===== config.mk =====
export PLATFORM = sky130hd
export DESIGN_NAME = lnb_mode_ctrl
export DESIGN_NICKNAME = d
export VERILOG_FILES = /design/src/rtl/lnb_mode_pkg.sv /design/src/rtl/lnb_pin_sync.sv /design/src/rtl/lnb_mode_dec.sv /design/src/rtl/lnb_tone_div.sv /design/src/rtl/lnb_mode_ctrl.sv
export SDC_FILE = /design/constraint.sdc
export NUM_CORES = 1
export LEC_CHECK = 0
export CORE_MARGIN = 4
export CORE_UTILIZATION = 28
export DETAILED_ROUTE_END_ITERATION = 8
export SYNTH_ARGS = -nofsm -noshare
export SYNTH_HDL_FRONTEND = slang
export SYNTH_HIERARCHICAL = 1
export SYNTH_SLANG_ARGS = --single-unit

===== constraint.sdc =====
create_clock -name clk -period 1.55 [get_ports clk]
set_input_delay 0.31 -clock clk [delete_from_list [all_inputs] [get_ports clk]]
set_output_delay 0.31 -clock clk [all_outputs]
set_load 0.05 [all_outputs]

===== src/rtl/lnb_mode_pkg.sv =====
package lnb_mode_pkg;

   typedef logic [2:0] lvl_t;

   localparam lvl_t LVL_OFF = 3'd0;

   typedef struct packed {
      logic pwr_en;
      logic hot_flag;
      logic word_mode;
      logic hi_sel;
      logic drop_comp;
      logic tx_sel;
   } cfg_t;

   typedef struct packed {
      lvl_t out_lvl;
      lvl_t boost_lvl;
      logic tx_on;
      logic rx_on;
   } ctl_t;

   // 1 = low, 2 = low+step, 3 = high, 4 = high+step
   function automatic lvl_t lvl_code(input logic hi, input logic step);
      lvl_t base;
      base = hi ? 3'd3 : 3'd1;
      return base + {2'b00, step};
   endfunction

endpackage


===== src/rtl/lnb_pin_sync.sv =====
module lnb_pin_sync #(
   parameter int STAGES = 2
) (
   input  logic clk,
   input  logic rst_n,
   input  logic d,
   output logic q
);

   logic [STAGES-1:0] chain;

   genvar gi;
   generate
      for (gi = 0; gi < STAGES; gi++) begin : g_stage
         if (gi == 0) begin : g_first
            always_ff @(posedge clk or negedge rst_n) begin
               if (!rst_n) chain[0] <= 1'b0;
               else        chain[0] <= d;
            end
         end else begin : g_next
            always_ff @(posedge clk or negedge rst_n) begin
               if (!rst_n) chain[gi] <= 1'b0;
               else        chain[gi] <= chain[gi-1];
            end
         end
      end
   endgenerate

   assign q = chain[STAGES-1];

endmodule


===== src/rtl/lnb_mode_dec.sv =====
module lnb_mode_dec
   import lnb_mode_pkg::*;
(
   input  cfg_t cfg,
   input  logic pin_s,
   output ctl_t ctl,
   output logic tone_gate
);

   logic active;

   assign active = cfg.pwr_en & ~cfg.hot_flag;

   always_comb begin
      ctl = '0;
      if (active) begin
         ctl.tx_on = cfg.tx_sel;
         ctl.rx_on = ~cfg.tx_sel;
         if (!cfg.word_mode) begin
            ctl.out_lvl   = lvl_code(cfg.hi_sel, cfg.drop_comp);
            ctl.boost_lvl = lvl_code(cfg.hi_sel, cfg.drop_comp);
         end else begin
            ctl.out_lvl = lvl_code(pin_s, cfg.drop_comp);
            if (cfg.hi_sel) ctl.boost_lvl = lvl_code(1'b1, cfg.drop_comp);
            else            ctl.boost_lvl = lvl_code(pin_s, cfg.drop_comp);
         end
      end
   end

   assign tone_gate = active & ~cfg.word_mode & pin_s;

endmodule


===== src/rtl/lnb_tone_div.sv =====
module lnb_tone_div #(
   parameter int HALF = 10
) (
   input  logic clk,
   input  logic rst_n,
   input  logic gate,
   output logic tone
);

   localparam int CNT_W = (HALF > 2) ? $clog2(HALF) : 1;
   localparam logic [CNT_W-1:0] LAST = CNT_W'(HALF - 1);

   logic [CNT_W-1:0] cnt;
   logic             started;
   logic             tone_q;

   always_ff @(posedge clk or negedge rst_n) begin
      if (!rst_n) begin
         cnt     <= '0;
         started <= 1'b0;
         tone_q  <= 1'b0;
      end else if (!gate) begin
         cnt     <= '0;
         started <= 1'b0;
         tone_q  <= 1'b0;
      end else if (!started) begin
         cnt     <= '0;
         started <= 1'b1;
         tone_q  <= 1'b1;
      end else if (cnt == LAST) begin
         cnt    <= '0;
         tone_q <= ~tone_q;
      end else begin
         cnt <= cnt + 1'b1;
      end
   end

   assign tone = tone_q;

endmodule


===== src/rtl/lnb_mode_ctrl.sv =====
module lnb_mode_ctrl
   import lnb_mode_pkg::*;
#(
   parameter int CLK_HZ      = 50_000_000,
   parameter int TONE_HZ     = 22_000,
   parameter int SYNC_STAGES = 2,
   parameter bit OUT_REG     = 1'b1
) (
   input  logic       clk,
   input  logic       rst_n,
   input  logic       pwr_en,
   input  logic       hot_flag,
   input  logic       word_mode,
   input  logic       hi_sel,
   input  logic       drop_comp,
   input  logic       tx_sel,
   input  logic       sel_pin,
   output logic [2:0] out_lvl,
   output logic [2:0] boost_lvl,
   output logic       tx_on,
   output logic       rx_on,
   output logic       tone_out
);

   localparam int HALF_DIV = (TONE_HZ > 0) ? CLK_HZ / (2 * TONE_HZ) : 0;

   generate
      if (TONE_HZ <= 0) begin : g_bad_tone
         $error("lnb_mode_ctrl: TONE_HZ must be positive");
      end
      if (HALF_DIV < 2) begin : g_bad_div
         $error("lnb_mode_ctrl: CLK_HZ too low for TONE_HZ");
      end
      if (SYNC_STAGES < 2) begin : g_bad_sync
         $error("lnb_mode_ctrl: SYNC_STAGES must be at least 2");
      end
   endgenerate

   cfg_t cfg;
   ctl_t ctl_d;
   ctl_t ctl_q;
   logic pin_s;
   logic tone_gate;

   assign cfg = '{pwr_en:    pwr_en,
                  hot_flag:  hot_flag,
                  word_mode: word_mode,
                  hi_sel:    hi_sel,
                  drop_comp: drop_comp,
                  tx_sel:    tx_sel};

   lnb_pin_sync #(.STAGES(SYNC_STAGES)) u_sync (
      .clk   (clk),
      .rst_n (rst_n),
      .d     (sel_pin),
      .q     (pin_s)
   );

   lnb_mode_dec u_dec (
      .cfg       (cfg),
      .pin_s     (pin_s),
      .ctl       (ctl_d),
      .tone_gate (tone_gate)
   );

   lnb_tone_div #(.HALF(HALF_DIV)) u_tone (
      .clk   (clk),
      .rst_n (rst_n),
      .gate  (tone_gate),
      .tone  (tone_out)
   );

   generate
      if (OUT_REG) begin : g_reg_out
         always_ff @(posedge clk or negedge rst_n) begin
            if (!rst_n) ctl_q <= '0;
            else        ctl_q <= ctl_d;
         end
      end else begin : g_comb_out
         assign ctl_q = ctl_d;
      end
   endgenerate

   assign out_lvl   = ctl_q.out_lvl;
   assign boost_lvl = ctl_q.boost_lvl;
   assign tx_on     = ctl_q.tx_on;
   assign rx_on     = ctl_q.rx_on;

endmodule


==> flow_summary.json <==
{
  "pin_count": 18,
  "dieArea_mm2": 0.00503,
  "hpwlAfterDp_mm": 1.81,
  "dieWidth_um": 71.0,
  "yosys-top-cells-count": "23 x dfrtp_1, 12 x nor2_1, 8 x inv_1",
  "synthTopCellsByArea": "dfrtp_1 52%, ha_1 5.6%, nor2_1 4.1%",
  "setup_viol": 0,
  "crit_family": "simple AND/OR/NAND/NOR gates",
  "synth_cell_types": 34,
  "clock_latency_ns": 0.26,
  "final_area_mm2": 0.00151,
  "rsz0062_at_grt": "true",
  "nets": 153,
  "ys_seq_area_frac": 0.519,
  "hp-class": "reg -> reg",
  "cp_slowest_cell": "or4b_4",
  "arrival_ns": 1.73,
  "clock_sinks": 23,
  "vias": 911,
  "final.period_utilization": 0.991,
  "die_h_um": 71.0,
  "final_hold_viol_count": 0,
  "cts_max_level": 1,
  "core_area_mm2": 0.00374,
  "p_leak_nw": 0.668,
  "core.rowCount": 22,
  "p_total_mw": 1.13,
  "yosys_warnings": 6,
  "async_reset_ff_frac": 1.00,
  "worstSetupPathType": "reg -> reg",
  "end_kind": "register",
  "worst_pin_slew_ns": 0.292,
  "path_cells": "or4b_4, or4_1, a31oi_1",
  "antenna_cells": 0,
  "post-route-drc-count": 0,
  "start_kind": "register",
  "grt_pass1_vias": 950,
  "status": "complete, no violations",
  "ant_nets": 0,
  "gp_congestion": 0.787,
  "timing.hold.ws_ns": 0.357,
  "yosysMostFrequentCell": "dfrtp_1",
  "routedWlPerCell_um": 13.4,
  "vias_per_cell": 4.90,
  "syn_avg_cell_area_um2": 10.8,
  "grt_max_degree": 24,
  "cts_buffers": 3,
  "drt_iter0_drc": 24,
  "num-fill-cells": 391,
  "syn_to_final_growth_pct": 36.4,
  "path_clk_slew_ns": 0.08,
  "grt_antenna_before_repair": 0,
  "postCtsHoldBufs": 0,
  "portBuffers": 17,
  "place_area_mm2": 0.00143,
  "syn-num-nets": 117,
  "crit_buf_inv": 0,
  "slowest_delay_ns": 0.54,
  "initial_core_util": 0.296,
  "final.setup.worst_slack_ns": 0.0135,
  "fin_skew_ns": 0.00323,
  "synth_top_area_cell": "dfrtp_1",
  "drive_gt1_frac": 0.297,
  "synth_top_area_share": 0.519,
  "p_per_area_mw_per_mm2": 748,
  "drtPass1Iterations": 4,
  "max_freq_mhz": 651,
  "dp_slack_ns": -0.272,
  "grt_usage": 0.102,
  "cts_tree": "built",
  "ys_ff_latch": 23,
  "synthCells": 103,
  "fin_crit_ns": 1.54,
  "ys.flop_type": "dfrtp_1",
  "cp_max_fo": 2,
  "synth_edf_count": 0,
  "max-cap-violations": 0,
  "clockBufferDepth": 2,
  "relSlewSlack": 0.805,
  "peakVddDrop_mv": 0.608,
  "synth_area_mm2": 0.00111,
  "required_ns": 1.74,
  "wl_mm": 2.49,
  "grt_pass1_wl_mm": 4.28,
  "cts-root-buf": "clkbuf_8",
  "tns_ns": 0,
  "grt_overflow": 0,
  "slew_viol_final": 0
}
==> registers in the layout, summed over array words and instances (netlist names) <==
register / flops
u_tone/cnt: 11
u_sync/chain: 1
out_lvl: 3
u_tone/started: 1
u_sync/q: 1
tx_on: 1
boost_lvl: 3
u_tone/tone: 1
rx_on: 1
==> path summary, 6_finish.rpt <==
kind | slack (ns) | start | to | cells after the start
max in group asynchronous | 0.91 | rst_n | u_tone/cnt[3]$_DFF_PN0_ | 2
max reg2reg | 0.01 | u_tone/cnt[7]$_DFF_PN0_ | u_tone/tone$_DFFE_PN0P_ | 3
min in group asynchronous | 0.39 | rst_n | u_tone/cnt[7]$_DFF_PN0_ | 2
max | 0.01 | u_tone/cnt[7]$_DFF_PN0_ | u_tone/tone$_DFFE_PN0P_ | 3
min | 0.36 | u_sync/chain[0]$_DFF_PN0_ | u_sync/q$_DFF_PN0_ | 0
min reg2reg | 0.36 | u_sync/chain[0]$_DFF_PN0_ | u_sync/q$_DFF_PN0_ | 0
==> layout make-up <==
class	count	area (um2)	area share
multi-input combinational	69	513	0.339
tap	48	60.1	0.0397
timing repair buffer	34	288	0.190
inverter	8	30.0	0.0198
clock buffer	4	45.0	0.0298
sequential	23	578	0.382
==> report_power, final <==
part / switching (mW) / internal, mW / leakage (nW)
combinational: 0.0857 / 0.0624 / 0.336
sequential: 0.00515 / 0.612 / 0.309
clock: 0.184 / 0.183 / 0.0228
total: 0.275 / 0.858 / 0.668
==> stage by stage <==
| stage | std cells | utilization |
|---|---|---|
| final | 186 | 0.404 |
| after global routing | 186 | 0.404 |
| after CTS | 185 | 0.394 |
| after detailed placement | 181 | 0.381 |
| after global placement | 181 | 0.381 |
| after floorplan | 103 | - |
==> logic make-up (layout without fill, tap and decap cells) <==
logic type,count (synthesis),count (layout),share of synthesized area
compound gates,23,23,0.140
mux,3,3,0.0271
fa+ha+maj,5,5,0.0564
flops,23,23,0.519
xor+xnor,2,2,0.0158
simple gates,36,36,0.194
buf+inv,11,46,0.0485
==> metal layers <==
layer  track usage  share of wire  vias up
li1              -              -      444
met1         0.118           0.44      441
met2         0.180           0.51       21
met3        0.0369          0.037        5
met4        0.0230          0.018        0
met5             0              0        -
==> what timing repair did <==
item                                    in CTS  in global routing
setup buffers                                0                  1
pin swaps                                    0                  4
endpoints found under the setup margin       2                  4
resized for setup                            1                  7
==> cells in the final DEF (no fill, tap or decap), drive strengths merged, types with 2 or more instances in the layout <==
| master | synthesis | layout |
|---|---|---|
| dfrtp | 23 | 23 |
| buf | 3 | 26 |
| o31ai | 3 | 3 |
| mux2i | 3 | 3 |
| clkbuf | 0 | 4 |
| inv | 8 | 8 |
| nand3 | 4 | 4 |
| ha | 5 | 5 |
| o21ai | 5 | 5 |
| a31oi | 2 | 2 |
| clkdlybuf4s50 | 0 | 8 |
| nor2 | 12 | 12 |
| nand4 | 3 | 3 |
| nand2 | 3 | 3 |
| a21oi | 7 | 7 |
| or3 | 3 | 3 |
| or4 | 3 | 3 |
| nand2b | 2 | 2 |
(Power assumes the default switching activity.)
